==> src/rtl/ecc_fix_pkg.sv <==
package ecc_fix_pkg;
  localparam int PAR_W  = 11;
  localparam int CODE_W = 24;
  localparam int DATA_W = 8;
  localparam int BIT_W  = $clog2(DATA_W);
  localparam int BYTE_W = PAR_W - BIT_W;
  localparam int CNT_W  = $clog2(CODE_W + 1);

  typedef enum logic [1:0] {
    ECC_CLEAN    = 2'd0,
    ECC_FIXED    = 2'd1,
    ECC_CODE_BAD = 2'd2,
    ECC_UNCORR   = 2'd3
  } ecc_cls_e;

  function automatic logic [CNT_W-1:0] ones_of(input logic [CODE_W-1:0] v);
    logic [CNT_W-1:0] n;
    n = '0;
    for (int i = 0; i < CODE_W; i++) n = n + CNT_W'(v[i]);
    return n;
  endfunction

  function automatic logic [PAR_W-1:0] fold_pairs(input logic [CODE_W-1:0] c);
    return c[PAR_W-1:0] ^ c[2*PAR_W-1:PAR_W];
  endfunction

  function automatic logic [DATA_W-1:0] flip_bit(input logic [DATA_W-1:0] d,
                                                 input logic [BIT_W-1:0] pos,
                                                 input logic en);
    return en ? (d ^ (DATA_W'(1) << pos)) : d;
  endfunction
endpackage

==> src/rtl/ecc_half_eval.sv <==
module ecc_half_eval
  import ecc_fix_pkg::*;
(
  input  logic              active,
  input  logic [CODE_W-1:0] calc,
  input  logic [CODE_W-1:0] stored,
  output ecc_cls_e          cls,
  output logic [BYTE_W-1:0] byte_idx,
  output logic [BIT_W-1:0]  bit_idx
);
  logic [CODE_W-1:0] syn;
  logic [CNT_W-1:0]  weight;
  logic              pairs_split;
  logic              quiet;

  assign syn         = calc ^ stored;
  assign weight      = ones_of(syn);
  assign pairs_split = (fold_pairs(calc) ^ fold_pairs(stored)) == {PAR_W{1'b1}};
  assign quiet       = !active || (syn == '0) || (calc == '0) || (stored == '0);

  always_comb begin
    cls = ECC_UNCORR;
    if (quiet)                                          cls = ECC_CLEAN;
    else if (weight == CNT_W'(1))                       cls = ECC_CODE_BAD;
    else if ((weight == CNT_W'(PAR_W)) && pairs_split)  cls = ECC_FIXED;
  end

  assign byte_idx = (cls == ECC_FIXED) ? syn[PAR_W-1:BIT_W] : '0;
  assign bit_idx  = (cls == ECC_FIXED) ? syn[BIT_W-1:0]     : '0;
endmodule

==> src/rtl/ecc_merge.sv <==
module ecc_merge
  import ecc_fix_pkg::*;
#(
  parameter  int HALVES = 2,
  localparam int FLIP_W = $clog2(HALVES + 1)
) (
  input  ecc_cls_e          cls [HALVES],
  output ecc_cls_e          status,
  output logic [FLIP_W-1:0] flips
);
  always_comb begin
    logic failed;
    failed = 1'b0;
    status = ECC_CLEAN;
    flips  = '0;
    for (int h = 0; h < HALVES; h++) begin
      if (!failed && (cls[h] == ECC_CODE_BAD || cls[h] == ECC_UNCORR)) begin
        failed = 1'b1;
        status = cls[h];
      end else if (!failed && cls[h] == ECC_FIXED) begin
        status = ECC_FIXED;
        flips  = flips + FLIP_W'(1);
      end
    end
    if (failed) flips = '0;
  end
endmodule

==> src/rtl/ecc_syndrome_fix.sv <==
module ecc_syndrome_fix
  import ecc_fix_pkg::*;
#(
  parameter  int HALVES = 2,
  localparam int FLIP_W = $clog2(HALVES + 1)
) (
  input  logic                       clk,
  input  logic                       rst_n,
  input  logic                       start,
  input  logic                       wide_mode,
  input  logic [HALVES*CODE_W-1:0]   calc_code,
  input  logic [HALVES*CODE_W-1:0]   stored_code,
  input  logic [HALVES*DATA_W-1:0]   data_in,
  output logic                       done,
  output logic [1:0]                 status,
  output logic [FLIP_W-1:0]          flips,
  output logic [HALVES*BYTE_W-1:0]   err_byte,
  output logic [HALVES*BIT_W-1:0]    err_bit,
  output logic [HALVES*DATA_W-1:0]   data_out
);
  ecc_cls_e                  cls_w [HALVES];
  logic [BYTE_W-1:0]         byte_w [HALVES];
  logic [BIT_W-1:0]          bit_w [HALVES];
  logic [HALVES-1:0]         hit_w;
  logic [HALVES-1:0]         fail_w;
  logic [HALVES*BYTE_W-1:0]  byte_flat;
  logic [HALVES*BIT_W-1:0]   bit_flat;
  logic [HALVES*DATA_W-1:0]  fix_flat;
  ecc_cls_e                  status_w;
  logic [FLIP_W-1:0]         flips_w;

  for (genvar h = 0; h < HALVES; h++) begin : g_half
    logic act;
    assign act = (h == 0) ? 1'b1 : wide_mode;

    ecc_half_eval u_eval (
      .active   (act),
      .calc     (calc_code[h*CODE_W +: CODE_W]),
      .stored   (stored_code[h*CODE_W +: CODE_W]),
      .cls      (cls_w[h]),
      .byte_idx (byte_w[h]),
      .bit_idx  (bit_w[h])
    );

    assign hit_w[h]  = (cls_w[h] == ECC_FIXED);
    assign fail_w[h] = (cls_w[h] == ECC_CODE_BAD) || (cls_w[h] == ECC_UNCORR);
    assign byte_flat[h*BYTE_W +: BYTE_W] = byte_w[h];
    assign bit_flat[h*BIT_W +: BIT_W]    = bit_w[h];
    assign fix_flat[h*DATA_W +: DATA_W]  =
      flip_bit(data_in[h*DATA_W +: DATA_W], bit_w[h], hit_w[h]);

    if (h > 0) begin : g_quiet
      AST_NARROW_HALF_QUIET: assert property (@(posedge clk) disable iff (!rst_n)
        done && !$past(wide_mode) |->
          data_out[h*DATA_W +: DATA_W] == $past(data_in[h*DATA_W +: DATA_W]) &&
          err_byte[h*BYTE_W +: BYTE_W] == '0);
    end
  end

  ecc_merge #(.HALVES(HALVES)) u_merge (
    .cls    (cls_w),
    .status (status_w),
    .flips  (flips_w)
  );

  always_ff @(posedge clk or negedge rst_n) begin
    if (!rst_n) begin
      done     <= 1'b0;
      status   <= 2'(ECC_CLEAN);
      flips    <= '0;
      err_byte <= '0;
      err_bit  <= '0;
      data_out <= '0;
    end else begin
      done <= start;
      if (start) begin
        status   <= 2'(status_w);
        flips    <= flips_w;
        err_byte <= byte_flat;
        err_bit  <= bit_flat;
        data_out <= fix_flat;
      end
    end
  end

  AST_DONE_FOLLOWS_START: assert property (@(posedge clk) disable iff (!rst_n)
    start |=> done);
  AST_DONE_NEEDS_START: assert property (@(posedge clk) disable iff (!rst_n)
    done |-> $past(start));
  AST_RESULT_HELD: assert property (@(posedge clk) disable iff (!rst_n)
    !start |=> $stable(status) && $stable(flips) && $stable(data_out));
  AST_FAIL_ZERO_FLIPS: assert property (@(posedge clk) disable iff (!rst_n)
    start && (|fail_w) |=> status[1] && flips == '0);
  AST_CLEAN_KEEPS_DATA: assert property (@(posedge clk) disable iff (!rst_n)
    done && status == 2'(ECC_CLEAN) |-> data_out == $past(data_in) && flips == '0);
  AST_FIX_FLIP_COUNT: assert property (@(posedge clk) disable iff (!rst_n)
    done && status == 2'(ECC_FIXED) |->
      $countones(data_out ^ $past(data_in)) == int'(flips) && flips != '0);
endmodule

==> config.mk <==
export PLATFORM = sky130hd
export DESIGN_NAME = ecc_syndrome_fix
export DESIGN_NICKNAME = d
export VERILOG_FILES = /design/src/rtl/ecc_fix_pkg.sv /design/src/rtl/ecc_half_eval.sv /design/src/rtl/ecc_merge.sv /design/src/rtl/ecc_syndrome_fix.sv
export SDC_FILE = /design/constraint.sdc
export NUM_CORES = 1
export LEC_CHECK = 0
export BUFFER_PORTS_ARGS = -buffer_cell sky130_fd_sc_hd__buf_2
export CAP_MARGIN = 30
export CORE_AREA = 2 2 135 124
export DETAILED_ROUTE_END_ITERATION = 10
export DIE_AREA = 0 0 137 126
export SETUP_SLACK_MARGIN = 0.02
export SLEW_MARGIN = 10
export SYNTH_ARGS = -nofsm -noshare
export SYNTH_HDL_FRONTEND = slang
export SYNTH_SLANG_ARGS = --single-unit
==> constraint.sdc <==
create_clock -name clk -period 0.8 [get_ports clk]
set_input_delay 0.08 -clock clk [delete_from_list [all_inputs] [get_ports clk]]
set_output_delay 0.08 -clock clk [all_outputs]
set_load 0.01 [all_outputs]
Yosys cells after proc, flatten, opt, wreduce, memory -nomap -nowiden
Cells that the tools add are included.
W data, S select, Z words.
{"block": "classes", "n_bitwise": 10, "eq_ne": 12, "shifts": 2, "n_reduce_logical": 19, "n_mux": 22, "n_addsub": 47}
{"cell": "$add A5 B1 Y5", "count": 44}
{"cell": "$logic_not A24 Y1", "count": 6}
{"cell": "$xor A11 B11 Y11", "count": 6}
{"cell": "$xor A24 B24 Y24", "count": 2}
{"cell": "$mux W8", "count": 4}
{"cell": "$mux W2", "count": 12}
{"cell": "$eq A11 B11 Y1 const B", "count": 2}
{"cell": "$shl A1 B3 Y8 const A", "count": 2}
{"cell": "$xor A8 B8 Y8", "count": 2}
{"cell": "$eq A5 B1 Y1 const B", "count": 2}
{"cell": "$eq A5 B4 Y1 const B", "count": 2}
{"cell": "$eq A2 B2 Y1 const B", "count": 4}
{"cell": "$logic_or A1 B1 Y1", "count": 7}
{"cell": "$mux W3", "count": 2}
{"cell": "$add A1 B1 Y2", "count": 2}
{"cell": "$eq A2 B1 Y1 const B", "count": 2}
{"cell": "$logic_and A1 B1 Y1", "count": 4}
{"cell": "$mux W1", "count": 4}
{"cell": "$add A2 B1 Y2 const B", "count": 1}
{"cell": "$logic_not A1 Y1", "count": 2}
{"block": "totals", "elab_cells": 118, "register_bits": 43, "output_inout_bits": 43, "inputBits": 116}

Depth between registers and ports, before layout
Gate-level depths: netlist of run 1.
{"block": "depth", "ltp_word": 37, "mapped_depth": 25}

Hierarchy
Synthesis of run 1 repeated with hierarchy kept, for this count alone.
{"block": "unflattened", "hier_cells": 439, "hier_area_um2": 4531.8}
{"mod": "ecc_syndrome_fix", "n_inst": 1, "cells_each": 153, "seq_area_each_um2": 1076.0, "area_each_um2": 1819.2}
{"mod": "ecc_half_eval at g_half[1].u_eval", "n_inst": 1, "cells_each": 139, "seq_area_each_um2": 0.0, "area_each_um2": 1342.5}
{"mod": "ecc_half_eval at g_half[0].u_eval", "n_inst": 1, "cells_each": 137, "seq_area_each_um2": 0.0, "area_each_um2": 1300.0}
{"mod": "ecc_merge", "n_inst": 1, "cells_each": 10, "seq_area_each_um2": 0.0, "area_each_um2": 70.1}

Worst setup path before layout of run 1
No wires, ideal clock.
{"block": "synth_path", "path_kind": "input port to flip-flop", "from": "in stored_code[25]", "to": "reg data_out[10]", "arrival_time_ps": 5804, "path_stages": 20, "setup_time_ps": 135, "path_buffers": 2, "t_required_ps": 665, "slack_ps": -5140, "path_cell_list": "xor2_1 -> clkbuf_1 -> inv_2 -> ha_1 -> inv_1 -> fa_1 -> fa_1 -> fa_1 -> fa_1 -> fa_1 -> fa_1 -> inv_1 -> fa_1 -> nor3_1 -> a22oi_1 -> nand4bb_1 -> or4_4 -> nor3_4 -> buf_6 -> o211ai_1"}
{"block": "synth_via", "elab_chain_cells": 34, "word_cells_on_any_way": 43, "classes_between": "add/sub: 23; eq/ne: 4; shift: 1; mux: 5; bitwise: 4; reduce/logical: 6"}
{"element": "start, declared", "line_no": "ecc_syndrome_fix.sv:12", "text": "input logic [HALVES*CODE_W-1:0] stored_code,"}
{"element": "$xor A24 B24 Y24", "line_no": "ecc_half_eval.sv:16", "text": "assign syn = calc ^ stored;"}
{"element": "$add A1 B1 Y2", "line_no": "ecc_fix_pkg.sv:19", "text": "for (int i = 0; i < CODE_W; i++) n = n + CNT_W'(v[i]);"}
{"element": "$add A5 B1 Y5 (22 in a row)", "line_no": "ecc_fix_pkg.sv:19"}
{"element": "$eq A5 B4 Y1", "line_no": "ecc_half_eval.sv:25", "text": "else if ((weight == CNT_W'(PAR_W)) && pairs_split) cls = ECC_FIXED;"}
{"element": "$logic_and A1 B1 Y1", "line_no": "ecc_half_eval.sv:25"}
{"element": "$mux W2", "line_no": "ecc_half_eval.sv:25"}
{"element": "$mux W2", "line_no": "ecc_half_eval.sv:24", "text": "else if (weight == CNT_W'(1)) cls = ECC_CODE_BAD;"}
{"element": "$mux W2", "line_no": "ecc_half_eval.sv:23", "text": "if (quiet) cls = ECC_CLEAN;"}
{"element": "$eq A2 B1 Y1", "line_no": "ecc_half_eval.sv:29, ecc_syndrome_fix.sv:45"}
{"element": "$mux W3", "line_no": "ecc_half_eval.sv:29", "text": "assign bit_idx = (cls == ECC_FIXED) ? syn[BIT_W-1:0] : '0;"}
{"element": "$shl A1 B3 Y8", "line_no": "ecc_fix_pkg.sv:30", "text": "return en ? (d ^ (DATA_W'(1) << pos)) : d;"}
{"element": "$xor A8 B8 Y8", "line_no": "ecc_fix_pkg.sv:30"}
{"element": "$mux W8 (*)", "line_no": "ecc_fix_pkg.sv:30"}
{"element": "end signal, assigned", "line_no": "ecc_syndrome_fix.sv:81", "text": "data_out <= fix_flat;"}
{"element": "end, declared", "line_no": "ecc_syndrome_fix.sv:19", "text": "output logic [HALVES*DATA_W-1:0] data_out"}
Every way passes the cells marked *; elsewhere a longest branch is shown, timed or not.
A chain may end at the register's enable or synchronous reset.

Final worst setup path of run 1
{"block": "layout_path", "from": "in stored_code[25]", "to": "reg data_out[14]"}
The elaborated chain is that of the path after synthesis.

==> impl_metrics.xml, run 1 <==
<?xml version="1.0" encoding="UTF-8"?>
<metrics>
  <group name="outcome">
    <metric name="status" unit="">finished with violations</metric>
    <metric name="violations" unit="">negative setup slack</metric>
  </group>
  <group name="synthesis">
    <metric name="postSynth.topFlopCell" unit="">sky130_fd_sc_hd__dfrtp_1</metric>
    <metric name="fraction_of_registers_with_async_set_or_reset_after_synthesis" unit="%">100.0</metric>
    <metric name="synth_enable_flop_cells" unit="">0</metric>
    <metric name="synth-seq-area-share" unit="%">23.04</metric>
    <metric name="ys_top_cells_by_area" unit="">sky130_fd_sc_hd__dfrtp_1 23%, sky130_fd_sc_hd__fa_1 15%, sky130_fd_sc_hd__xnor2_1 7.7%</metric>
    <metric name="postSynthRegisterBits" unit="">43</metric>
    <metric name="post-synth-top-area-cell" unit="">sky130_fd_sc_hd__dfrtp_1</metric>
    <metric name="synthesis.area_per_instance" unit="sq um">9.174</metric>
    <metric name="syn-instance-count" unit="">509</metric>
    <metric name="postSynthNetCount" unit="">676</metric>
    <metric name="post_synth_num_cell_types" unit="">50</metric>
    <metric name="synth.yosys.warnings" unit="">0</metric>
    <metric name="post_synth_instance_area" unit="sq um">4669</metric>
    <metric name="synth_top_area_share" unit="%">23.04</metric>
  </group>
  <group name="critical_path">
    <metric name="worst-endpoint-required" unit="ps">950</metric>
    <metric name="end_kind" unit="">flop</metric>
    <metric name="cp-start-kind" unit="">input port</metric>
    <metric name="arrival" unit="ps">5260</metric>
    <metric name="critical_path_peak_fanout" unit="">19</metric>
    <metric name="path_type_of_the_worst_setup_path" unit="">in2reg</metric>
  </group>
  <group name="clock_tree">
    <metric name="cts_max_level" unit="">2</metric>
    <metric name="clk-insertion-delay-late" unit="ps">280</metric>
    <metric name="worst_setup_hold_path_clk_slew" unit="ps">60</metric>
    <metric name="number_of_clock_buffers_inserted_by_tritoncts" unit="">5</metric>
    <metric name="max-clock-path-buffers" unit="">2</metric>
    <metric name="cts_tree" unit="">done</metric>
    <metric name="cell_at_the_root_of_the_clock_tree" unit="">sky130_fd_sc_hd__clkbuf_16</metric>
    <metric name="cts_num_sinks" unit="">43</metric>
  </group>
  <group name="drt">
    <metric name="detail_route.drc_violations" unit="">0</metric>
    <metric name="dr.pass1.iters" unit="">4</metric>
    <metric name="detail_route.wl_per_cell" unit="um">14.45</metric>
    <metric name="total_number_of_vias" unit="">4953</metric>
    <metric name="antenna_violating_nets_post_route" unit="">0</metric>
    <metric name="vias_per_cell" unit="">4.832</metric>
    <metric name="route.final.wire_length" unit="um">14810</metric>
    <metric name="drt_iter0_drc" unit="">241</metric>
  </group>
  <group name="sta">
    <metric name="post-route-period-util" unit="%">639.2</metric>
    <metric name="tightestPinTransition" unit="ps">573.2</metric>
    <metric name="max-slew-margin-rel" unit="%">61.56</metric>
    <metric name="fin_tns_setup" unit="ps">-183090</metric>
    <metric name="timing.final.crit_period" unit="ps">5113</metric>
    <metric name="slew_violations" unit="">0</metric>
    <metric name="rsz0062_at_grt" unit="">true</metric>
    <metric name="post-route-worst-setup-slack" unit="ps">-4313</metric>
    <metric name="whs" unit="ps">123.2</metric>
    <metric name="hold_violations" unit="">0</metric>
    <metric name="timing.clock.skew" unit="ps">0</metric>
    <metric name="setup_viol_count_final" unit="">85</metric>
    <metric name="max_freq" unit="MHz">195.6</metric>
  </group>
  <group name="pwr">
    <metric name="p_leak" unit="nW">3.469</metric>
    <metric name="worst_ir_drop_vdd" unit="V">0.002116</metric>
    <metric name="power.density" unit="nW/um^2">2793</metric>
  </group>
  <group name="grt">
    <metric name="grt_pass1_wl" unit="um">24810</metric>
    <metric name="antenna_violations_before_repair" unit="">0</metric>
    <metric name="first_global_vias" unit="">5052</metric>
    <metric name="grt_start_max_net_pins" unit="">44</metric>
    <metric name="grt_overflow" unit="">0</metric>
    <metric name="grt_use_total" unit="%">17.78</metric>
  </group>
  <group name="floorplanning">
    <metric name="num_io_pins" unit="">159</metric>
    <metric name="die_h" unit="um">126</metric>
    <metric name="fp.dieArea" unit="sq um">17260</metric>
    <metric name="chipWidth" unit="um">137</metric>
    <metric name="placementRows" unit="">44</metric>
    <metric name="core_footprint" unit="sq um">15860</metric>
    <metric name="start_util" unit="%">29.45</metric>
  </group>
  <group name="finish">
    <metric name="ant_diodes" unit="">0</metric>
    <metric name="area_delta_synth_final" unit="%">59.67</metric>
    <metric name="filler_cell_count" unit="">1526</metric>
    <metric name="layout_cells_sized_above_1" unit="%">46.45</metric>
    <metric name="layout.nets" unit="">985</metric>
  </group>
  <group name="hold_path">
    <metric name="holdCritPathClass" unit="">in2reg</metric>
  </group>
  <group name="placement">
    <metric name="port_buffers" unit="">158</metric>
    <metric name="detailed_place_hpwl" unit="um">12280</metric>
    <metric name="gp_routability_congestion" unit="">0.8979</metric>
  </group>
  <group name="flow_run">
    <metric name="max_cap_viol_count" unit="">0</metric>
  </group>
</metrics>
[report_power, final]
group	total [W]	switching, W	internal, W
Sequential	0.00240	0.0000964	0.00231
Clock	0.00228	0.000820	0.00146
Combinational	0.0161	0.00777	0.00838
Total	0.0208	0.00868	0.0121
[kinds of logic after synthesis]
group | synth area share [%]
adders and majority gates | 19.13
AOI/OAI and AO/OA | 14.74
buffers and inverters | 6.859
DFF | 23.04
and+or+nand+nor | 20.82
xor gates and xnor gates | 15.41
[cell usage after synthesis, types with 2 or more instances]
master	count
sky130_fd_sc_hd__a211oi_1	17
sky130_fd_sc_hd__a21oi_1	21
sky130_fd_sc_hd__a22o_1	18
sky130_fd_sc_hd__a22o_2	4
sky130_fd_sc_hd__and4_1	2
sky130_fd_sc_hd__buf_6	3
sky130_fd_sc_hd__clkbuf_1	8
sky130_fd_sc_hd__clkinv_1	3
sky130_fd_sc_hd__dfrtp_1	43
sky130_fd_sc_hd__dlygate4sd3_1	3
sky130_fd_sc_hd__fa_1	34
sky130_fd_sc_hd__ha_1	17
sky130_fd_sc_hd__inv_1	46
sky130_fd_sc_hd__inv_2	3
sky130_fd_sc_hd__nand2_1	30
sky130_fd_sc_hd__nand3_1	25
sky130_fd_sc_hd__nand3b_1	3
sky130_fd_sc_hd__nand4_1	22
sky130_fd_sc_hd__nor2_1	45
sky130_fd_sc_hd__nor2b_1	2
sky130_fd_sc_hd__nor3_1	4
sky130_fd_sc_hd__nor4_1	45
sky130_fd_sc_hd__o211ai_1	9
sky130_fd_sc_hd__o211ai_2	8
sky130_fd_sc_hd__o31ai_1	2
sky130_fd_sc_hd__xnor2_1	41
sky130_fd_sc_hd__xnor2_2	8
sky130_fd_sc_hd__xnor2_4	2
sky130_fd_sc_hd__xor2_1	20
[final timing paths]
check,depth (start not counted),to,slack [ps],startpoint
setup / recovery,20,data_out[14],-4310,stored_code[25]
min in group asynchronous,3,err_bit[3],310,rst_n
max in group asynchronous,3,err_byte[5],280,rst_n
hold / removal,4,data_out[12],120,data_in[12]
hold reg to reg,1,err_byte[5],520,err_byte[5]
setup reg to reg,3,data_out[12],-200,data_out[12]
[sequential cells by signal, indices dropped and copies added, names as in the netlist]
name and count:
data_out 16, err_byte 16, err_bit 6, flips 2, status 2, done 1
[layout make-up]
type                       instances  area [sq um]  share of cell area, %
clock buffer                       6         128.9                  1.728
clock inverter                     1         30.03                 0.4028
inverter                          53         217.7                  2.920
multi-input combinational        396          3426                  45.95
sequential                        43          1076                  14.43
tap                              207         259.0                  3.474
timing repair buffer             319          2318                  31.10
[stage by stage]
| stage | setup WS (ps) | instances | total power [W] | cell area, sq um | util [%] |
|---|---|---|---|---|---|
| 3_5_place_dp | -4686 | 993 | 0.01787 | 6795 | 42.86 |
| 3_3_place_gp | -4638 | 993 | 0.01753 | 6795 | 42.86 |
| 2_1_floorplan | -4568 | 509 | 0.01208 | 4795 | - |
| 4_1_cts | -4373 | 1023 | 0.02064 | 7410 | 46.73 |
| 6_report | -4313 | 1025 | 0.02082 | 7456 | 47.02 |
| 5_1_grt | -4562 | 1025 | 0.02284 | 7456 | 47.02 |
[layout by cell type, fill, tap and decap left out, types with 8 or more instances in the layout]
| master | netlist | routed |
|---|---|---|
| sky130_fd_sc_hd__buf_4 | 0 | 140 |
| sky130_fd_sc_hd__buf_2 | 1 | 131 |
| sky130_fd_sc_hd__nor2_1 | 45 | 44 |
| sky130_fd_sc_hd__dfrtp_1 | 43 | 43 |
| sky130_fd_sc_hd__nor4_1 | 45 | 42 |
| sky130_fd_sc_hd__xnor2_1 | 41 | 41 |
| sky130_fd_sc_hd__inv_1 | 46 | 41 |
| sky130_fd_sc_hd__buf_6 | 3 | 37 |
| sky130_fd_sc_hd__nand2_1 | 30 | 30 |
| sky130_fd_sc_hd__fa_1 | 34 | 30 |
| sky130_fd_sc_hd__nand3_1 | 25 | 25 |
| sky130_fd_sc_hd__nand4_1 | 22 | 22 |
| sky130_fd_sc_hd__a21oi_1 | 21 | 21 |
| sky130_fd_sc_hd__a22o_1 | 18 | 18 |
| sky130_fd_sc_hd__a211oi_1 | 17 | 17 |
| sky130_fd_sc_hd__xor2_1 | 20 | 16 |
| sky130_fd_sc_hd__ha_1 | 17 | 15 |
| sky130_fd_sc_hd__o211ai_1 | 9 | 9 |
| sky130_fd_sc_hd__xnor2_2 | 8 | 8 |
| sky130_fd_sc_hd__o211ai_2 | 8 | 8 |
[routing by layer]
| layer | part of all wire, % | GRT usage (%) |
|---|---|---|
| met5 | 0 | 0 |
| met4 | 1.1 | 3.335 |
| met3 | 4.7 | 1.651 |
| met2 | 48 | 29.32 |
| met1 | 46 | 25.45 |
[worst max-delay path, stage by stage]
cell and delay [ps]:
sky130_fd_sc_hd__buf_8 110, sky130_fd_sc_hd__xor2_4 230, sky130_fd_sc_hd__inv_8 40, sky130_fd_sc_hd__ha_4 250
sky130_fd_sc_hd__inv_2 30, sky130_fd_sc_hd__fa_1 530, sky130_fd_sc_hd__fa_1 480, sky130_fd_sc_hd__fa_1 530
sky130_fd_sc_hd__fa_1 430, sky130_fd_sc_hd__fa_1 530, sky130_fd_sc_hd__fa_2 220, sky130_fd_sc_hd__inv_2 40
sky130_fd_sc_hd__fa_2 370, sky130_fd_sc_hd__nor3_2 200, sky130_fd_sc_hd__a22oi_2 100, sky130_fd_sc_hd__nand4bb_1 210
sky130_fd_sc_hd__or4_4 470, sky130_fd_sc_hd__nor3_4 160, sky130_fd_sc_hd__buf_12 180, sky130_fd_sc_hd__o211ai_1 90
[what timing repair did]
action                     4_1_cts  5_1_grt
hold buffers                     2        0
buffers inserted                19        4
gates resized for setup         52       10
setup endpoints to repair       85       85
pin swaps                        8        9
gates cloned                     2        1
hold endpoints to repair        44        0
(Power assumes the default switching activity.)
==> run 2: changes to the inputs <==
- GPL_TIMING_DRIVEN: not set -> 0
==> run 2 against run 1 <==
The flow still finishes with violations (negative setup slack); power decreased by 9.7%; clock skew unchanged; largest power group unchanged; flip-flop and latch count unchanged; worst hold slack improved by 3.7 ps; maximum frequency decreased by 3.1%; largest cell class unchanged; sequential power about the same; highest routed layer unchanged.
==> impl_metrics.xml, run 2 (synthesis gave the netlist of run 1 again) <==
<?xml version="1.0" encoding="UTF-8"?>
<metrics>
  <group name="hold_path">
    <metric name="holdCritPathClass" unit="">in2reg</metric>
    <metric name="min-delay-start" unit="">data_in[3]</metric>
  </group>
  <group name="floorplanning">
    <metric name="die_h" unit="um">126</metric>
    <metric name="fp.dieArea" unit="sq um">17260</metric>
    <metric name="start_util" unit="%">29.45</metric>
    <metric name="placementRows" unit="">44</metric>
    <metric name="chipWidth" unit="um">137</metric>
    <metric name="core_footprint" unit="sq um">15860</metric>
    <metric name="num_io_pins" unit="">159</metric>
  </group>
  <group name="grt">
    <metric name="gr-usage-met1" unit="%">24.52</metric>
    <metric name="first_global_vias" unit="">4668</metric>
    <metric name="grtUsageMet3" unit="%">2.295</metric>
    <metric name="grt_overflow" unit="">0</metric>
    <metric name="antenna_violations_before_repair" unit="">0</metric>
    <metric name="grt_pass1_wl" unit="um">24340</metric>
    <metric name="global_route.peak_usage_layer" unit="">met2</metric>
    <metric name="grt_start_max_net_pins" unit="">35</metric>
    <metric name="grt_use_total" unit="%">17.62</metric>
    <metric name="met2_usage" unit="%">28.88</metric>
  </group>
  <group name="finish">
    <metric name="layout.nets" unit="">883</metric>
    <metric name="area_delta_synth_final" unit="%">42.93</metric>
    <metric name="layout_cells_sized_above_1" unit="%">38.41</metric>
    <metric name="reg.largest.list" unit="">data_out x16, err_byte x16, err_bit x6</metric>
    <metric name="mostFrequentLayoutCell" unit="">sky130_fd_sc_hd__buf_2</metric>
    <metric name="ant_diodes" unit="">0</metric>
    <metric name="finish.utilization" unit="%">42.09</metric>
    <metric name="most-common-layout-cells" unit="">146 x sky130_fd_sc_hd__buf_2, 44 x sky130_fd_sc_hd__nor2_1, 43 x sky130_fd_sc_hd__dfrtp_1, 42 x sky130_fd_sc_hd__inv_1, 42 x sky130_fd_sc_hd__nor4_1</metric>
  </group>
  <group name="sta">
    <metric name="tightestPinTransition" unit="ps">713.7</metric>
    <metric name="post-route-worst-setup-slack" unit="ps">-4479</metric>
    <metric name="whs" unit="ps">126.9</metric>
    <metric name="hold_violations" unit="">0</metric>
    <metric name="setup_viol_count_final" unit="">85</metric>
    <metric name="slew_violations" unit="">0</metric>
    <metric name="timing.final.crit_period" unit="ps">5279</metric>
    <metric name="fin_tns_setup" unit="ps">-184770</metric>
    <metric name="rsz0062_at_grt" unit="">true</metric>
    <metric name="max-slew-margin-rel" unit="%">52.08</metric>
    <metric name="max_freq" unit="MHz">189.4</metric>
    <metric name="post-route-period-util" unit="%">659.9</metric>
    <metric name="timing.clock.skew" unit="ps">0</metric>
  </group>
  <group name="pwr">
    <metric name="p_leak" unit="nW">2.954</metric>
    <metric name="power.density" unit="nW/um^2">2817</metric>
    <metric name="fin_total_pwr" unit="W">0.01880</metric>
    <metric name="worst_ir_drop_vdd" unit="V">0.002599</metric>
  </group>
  <group name="clock_tree">
    <metric name="cts_tree" unit="">done</metric>
    <metric name="cts_max_level" unit="">2</metric>
    <metric name="cell_at_the_root_of_the_clock_tree" unit="">sky130_fd_sc_hd__clkbuf_16</metric>
    <metric name="max-clock-path-buffers" unit="">2</metric>
    <metric name="worst_setup_hold_path_clk_slew" unit="ps">70</metric>
    <metric name="number_of_clock_buffers_inserted_by_tritoncts" unit="">5</metric>
    <metric name="cts_num_sinks" unit="">43</metric>
    <metric name="clk-insertion-delay-late" unit="ps">280</metric>
  </group>
  <group name="critical_path">
    <metric name="path_common_cell" unit="">sky130_fd_sc_hd__fa_1</metric>
    <metric name="critical_path_s_slowest_cell" unit="">sky130_fd_sc_hd__fa_1</metric>
    <metric name="arrival" unit="ps">5430</metric>
    <metric name="critical_path.max_stage_delay" unit="ps">530</metric>
    <metric name="worstSetupPathDepth" unit="">21</metric>
    <metric name="critPathCapture" unit="">data_out[13]</metric>
    <metric name="cp-start-kind" unit="">input port</metric>
    <metric name="end_kind" unit="">flop</metric>
    <metric name="critical_path_peak_fanout" unit="">5</metric>
    <metric name="timing.critical_path.from" unit="">calc_code[25]</metric>
    <metric name="worst-endpoint-required" unit="ps">950</metric>
    <metric name="cpLargestDelayFamily" unit="">adder cells</metric>
    <metric name="cp.buffers_inverters" unit="">6</metric>
    <metric name="crit-reg2reg-launch" unit="">data_out[1]</metric>
    <metric name="worstPathCellList" unit="">buf_8 -&gt; xor2_4 -&gt; buf_8 -&gt; inv_8 -&gt; ha_4 -&gt; inv_2 -&gt; fa_1 -&gt; fa_1 -&gt; fa_1 -&gt; fa_1 -&gt; fa_1 -&gt; fa_2 -&gt; inv_2 -&gt; fa_2 -&gt; nor3_2 -&gt; a22oi_2 -&gt; nand4bb_4 -&gt; or4_4 -&gt; nor3_4 -&gt; buf_6 -&gt; o211ai_1</metric>
    <metric name="r2r_setup_slack" unit="ps">-180</metric>
    <metric name="path_type_of_the_worst_setup_path" unit="">in2reg</metric>
    <metric name="worstReg2RegEnd" unit="">data_out[1]</metric>
    <metric name="worst_r2r_path_depth" unit="">2</metric>
  </group>
  <group name="drt">
    <metric name="dr.pass1.iters" unit="">6</metric>
    <metric name="drt_iter0_drc" unit="">264</metric>
    <metric name="antenna_violating_nets_post_route" unit="">0</metric>
    <metric name="detail_route.wl_per_cell" unit="um">16.20</metric>
    <metric name="total_number_of_vias" unit="">4647</metric>
    <metric name="vias_per_cell" unit="">5.035</metric>
    <metric name="route.final.wire_length" unit="um">14950</metric>
    <metric name="detail_route.drc_violations" unit="">0</metric>
  </group>
  <group name="outcome">
    <metric name="violations" unit="">negative setup slack</metric>
    <metric name="status" unit="">finished with violations</metric>
  </group>
  <group name="flow_run">
    <metric name="max_cap_viol_count" unit="">0</metric>
  </group>
  <group name="placement">
    <metric name="pre_cts_slack" unit="ps">-5281</metric>
    <metric name="gp_routability_congestion" unit="">0.8830</metric>
    <metric name="detailed_place_hpwl" unit="um">12100</metric>
    <metric name="port_buffers" unit="">158</metric>
  </group>
</metrics>
[run 2: worst min-delay path by stage]
stage,depth (start not counted),slack [ps],to
final,4,130,data_out[3]
after detailed placement,1,-40,data_out[12]
after floorplan,0,-220,data_out[0]
after global routing,4,120,data_out[2]
after global placement,1,220,done
after CTS,4,110,data_out[7]
[run 2: tightest hold or removal path, stage by stage]
cell and delay, ps:
sky130_fd_sc_hd__buf_2 100, sky130_fd_sc_hd__nor4_1 60, sky130_fd_sc_hd__nand3_2 70, sky130_fd_sc_hd__o211ai_2 70
[run 2: final cells by class]
type,count,area (sq um)
inverter,53,221.5
clock inverter,2,37.54
buffer,17,140.1
sequential,43,1076
tap,207,259.0
timing repair buffer,200,1281
fill,1621,9181
clock buffer,5,125.1
multi-input combinational,396,3533
[run 2: power by group]
group          switching (W)  internal [W]  total, W
Clock               0.000870       0.00146   0.00233
Combinational        0.00753       0.00655    0.0141
Sequential         0.0000938       0.00230   0.00240
[run 2: what timing repair did]
| action | CTS | global route |
|---|---|---|
| buffers inserted | 30 | 6 |
| hold buffers | 2 | 0 |
| pin swaps | 11 | 15 |
| gates cloned | 2 | 0 |
| resized for setup | 43 | 20 |
| endpoints found under the setup margin | 85 | 85 |
| endpoints found under the hold margin | 44 | 0 |
[run 2: per-stage QoR]
step	cell area [sq um]	instances
CTS	6531	918
finish	6674	923
global placement	5844	874
detailed placement	5881	877
floorplan	4795	509
global route	6674	923
[run 2: routing by layer]
metal	part of all wire (%)	routed length, um
met3	5.8	865
met2	48	7213
met4	1.7	258
met5	0	0
met1	44	6617
==> run 3: changes to the inputs <==
- SETUP_SLACK_MARGIN: 0.02 -> not set
- clock period: 0.8 -> 4.5 ns (I/O delays scaled with it)
==> run 3 against run 2 <==
The flow still finishes with violations (negative setup slack); clock-buffer cell count did not move; largest power group unchanged; routed wire length fell by 0.76%; cell count fell by 2.0%; design area fell by 3.3%; clock skew did not move; clock power fell by 82%; worst hold slack got worse by 110 ps; power fell by 82%; non-clock buffer count fell by 18; first-iteration DRC count rose by 9.5%.
==> impl_metrics.xml, run 3 (synthesis gave the netlist of run 1 again) <==
<?xml version="1.0" encoding="UTF-8"?>
<metrics>
  <group name="outcome">
    <metric name="status" unit="">finished with violations</metric>
    <metric name="violations" unit="">negative setup slack</metric>
  </group>
  <group name="floorplanning">
    <metric name="placementRows" unit="">44</metric>
    <metric name="start_util" unit="%">29.45</metric>
    <metric name="fp.dieArea" unit="sq um">17260</metric>
    <metric name="chipWidth" unit="um">137</metric>
    <metric name="core_footprint" unit="sq um">15860</metric>
    <metric name="die_h" unit="um">126</metric>
    <metric name="num_io_pins" unit="">159</metric>
  </group>
  <group name="drt">
    <metric name="detail_route.drc_violations" unit="">0</metric>
    <metric name="total_number_of_vias" unit="">4576</metric>
    <metric name="antenna_violating_nets_post_route" unit="">0</metric>
    <metric name="drt_iter0_drc" unit="">289</metric>
    <metric name="detail_route.wl_per_cell" unit="um">16.40</metric>
    <metric name="vias_per_cell" unit="">5.056</metric>
    <metric name="route.final.wire_length" unit="um">14840</metric>
    <metric name="dr.pass1.iters" unit="">4</metric>
  </group>
  <group name="clock_tree">
    <metric name="max-clock-path-buffers" unit="">2</metric>
    <metric name="number_of_clock_buffers_inserted_by_tritoncts" unit="">5</metric>
    <metric name="cell_at_the_root_of_the_clock_tree" unit="">sky130_fd_sc_hd__clkbuf_16</metric>
    <metric name="worst_setup_hold_path_clk_slew" unit="ps">70</metric>
    <metric name="cts_tree" unit="">done</metric>
    <metric name="cts_num_sinks" unit="">43</metric>
    <metric name="clk-insertion-delay-late" unit="ps">280</metric>
    <metric name="cts_max_level" unit="">2</metric>
  </group>
  <group name="hold_path">
    <metric name="holdCritPathClass" unit="">in2async</metric>
  </group>
  <group name="sta">
    <metric name="slew_violations" unit="">0</metric>
    <metric name="post-route-worst-setup-slack" unit="ps">-1166</metric>
    <metric name="max-slew-margin-rel" unit="%">52.13</metric>
    <metric name="max_freq" unit="MHz">176.5</metric>
    <metric name="setup_viol_count_final" unit="">42</metric>
    <metric name="timing.clock.skew" unit="ps">0</metric>
    <metric name="post-route-period-util" unit="%">125.9</metric>
    <metric name="rsz0062_at_grt" unit="">true</metric>
    <metric name="timing.final.crit_period" unit="ps">5666</metric>
    <metric name="hold_violations" unit="">0</metric>
    <metric name="tightestPinTransition" unit="ps">718.1</metric>
  </group>
  <group name="critical_path">
    <metric name="r2r_setup_slack" unit="ps">3550</metric>
    <metric name="cpLargestDelayFamily" unit="">adder cells</metric>
    <metric name="cp.buffers_inverters" unit="">6</metric>
    <metric name="worstReg2RegEnd" unit="">data_out[0]</metric>
    <metric name="path_type_of_the_worst_setup_path" unit="">in2reg</metric>
    <metric name="path_common_cell" unit="">sky130_fd_sc_hd__fa_1</metric>
    <metric name="critical_path.max_stage_delay" unit="ps">530</metric>
    <metric name="end_kind" unit="">flop</metric>
    <metric name="arrival" unit="ps">5890</metric>
    <metric name="crit-reg2reg-launch" unit="">data_out[0]</metric>
    <metric name="worst-endpoint-required" unit="ps">4720</metric>
    <metric name="critical_path_s_slowest_cell" unit="">sky130_fd_sc_hd__fa_1</metric>
    <metric name="worstSetupPathDepth" unit="">21</metric>
    <metric name="cp-start-kind" unit="">input port</metric>
    <metric name="critical_path_peak_fanout" unit="">8</metric>
    <metric name="worstPathCellList" unit="">buf_8 -&gt; xor2_4 -&gt; buf_8 -&gt; inv_8 -&gt; ha_4 -&gt; inv_2 -&gt; fa_1 -&gt; fa_1 -&gt; fa_1 -&gt; fa_1 -&gt; fa_1 -&gt; fa_2 -&gt; inv_2 -&gt; fa_2 -&gt; nor3_2 -&gt; a22oi_2 -&gt; nand4bb_4 -&gt; or4_4 -&gt; nor3_4 -&gt; buf_4 -&gt; a22o_1</metric>
    <metric name="worst_r2r_path_depth" unit="">2</metric>
  </group>
  <group name="grt">
    <metric name="grt_pass1_wl" unit="um">24020</metric>
    <metric name="grt_overflow" unit="">0</metric>
    <metric name="first_global_vias" unit="">4567</metric>
    <metric name="antenna_violations_before_repair" unit="">0</metric>
    <metric name="grt_use_total" unit="%">17.43</metric>
    <metric name="grt_start_max_net_pins" unit="">35</metric>
  </group>
  <group name="finish">
    <metric name="fin_cells" unit="">905</metric>
    <metric name="ant_diodes" unit="">0</metric>
    <metric name="layout_cells_sized_above_1" unit="%">36.96</metric>
    <metric name="filler_cell_count" unit="">1651</metric>
    <metric name="final_instance_area" unit="sq um">6455</metric>
    <metric name="layout.nets" unit="">865</metric>
    <metric name="finish.utilization" unit="%">40.71</metric>
    <metric name="reg.largest.list" unit="">data_out x16, err_byte x16, err_bit x6</metric>
    <metric name="most-common-layout-cells" unit="">155 x sky130_fd_sc_hd__buf_2, 44 x sky130_fd_sc_hd__nor2_1, 43 x sky130_fd_sc_hd__dfrtp_1, 42 x sky130_fd_sc_hd__inv_1, 42 x sky130_fd_sc_hd__nor4_1</metric>
    <metric name="area_delta_synth_final" unit="%">38.24</metric>
    <metric name="mostFrequentLayoutCell" unit="">sky130_fd_sc_hd__buf_2</metric>
  </group>
  <group name="pwr">
    <metric name="power.density" unit="nW/um^2">526.6</metric>
    <metric name="p_leak" unit="nW">2.843</metric>
    <metric name="worst_ir_drop_vdd" unit="V">0.0005047</metric>
    <metric name="fin_total_pwr" unit="W">0.003399</metric>
  </group>
  <group name="placement">
    <metric name="place_inst" unit="">877</metric>
    <metric name="detailed_place_hpwl" unit="um">12100</metric>
    <metric name="gp_routability_congestion" unit="">0.8830</metric>
    <metric name="port_buffers" unit="">158</metric>
    <metric name="postPlaceCellArea" unit="sq um">5881</metric>
  </group>
  <group name="flow_run">
    <metric name="max_cap_viol_count" unit="">0</metric>
  </group>
</metrics>
run 3: per-layer routing:
layer / vias up / track usage (%) / part of all wire [%]
met2: 148 / 28.21 / 48
met1: 2196 / 24.49 / 45
met4: 0 / 4.730 / 2.0
li1: 2212 / - / -
met3: 20 / 2.134 / 5.4
met5: - / 0 / 0
run 3: repair_timing:
| action | in CTS | in global routing |
|---|---|---|
| resized for setup | 31 | 13 |
| cloned | 2 | 0 |
| setup endpoints to repair | 42 | 42 |
| hold buffers | 0 | 0 |
| pin swaps | 7 | 9 |
| buffers inserted | 17 | 4 |
run 3: final cells by class:
class | count | area, sq um | area share (%)
multi-input combinational | 396 | 3516 | 54.47
timing repair buffer | 183 | 1085 | 16.81
sequential | 43 | 1076 | 16.67
tap | 207 | 259.0 | 4.012
inverter | 53 | 221.5 | 3.431
buffer | 16 | 135.1 | 2.093
clock buffer | 5 | 125.1 | 1.938
clock inverter | 2 | 37.54 | 0.5815
run 3: metrics by stage:
step | setup slack (ps) | hold WS [ps] | TNS [ps]
detailed placement | -1951 | 331.2 | -69650
floorplan | -1238 | 154.4 | -41610
finish | -1166 | 20.97 | -41210
global placement | -2103 | 473.0 | -71440
CTS | -1157 | 27.46 | -43190
global route | -1328 | 29.86 | -49000
run 3: worst max-delay path by stage:
stage,startpoint,endpoint,slack [ps]
2_1_floorplan,calc_code[25],data_out[10],-1240
3_3_place_gp,stored_code[26],data_out[13],-2100
3_5_place_dp,stored_code[26],data_out[11],-1950
4_1_cts,calc_code[25],err_byte[12],-1160
5_1_grt,calc_code[25],err_byte[9],-1330
6_report,calc_code[25],err_byte[12],-1170
run 3: power breakdown:
group | leakage [nW] | switching [W] | total [W] | internal (W)
Clock | 0.0759 | 0.000159 | 0.000418 | 0.000259
Sequential | 0.542 | 0.0000146 | 0.000424 | 0.000410
Combinational | 2.22 | 0.00137 | 0.00256 | 0.00118
Total | 2.84 | 0.00155 | 0.00340 | 0.00185
run 3: worst reg2reg max path: stages (launching register included):
cell and delay, ps:
sky130_fd_sc_hd__dfrtp_1 410, sky130_fd_sc_hd__a211oi_1 290, sky130_fd_sc_hd__o211ai_2 130
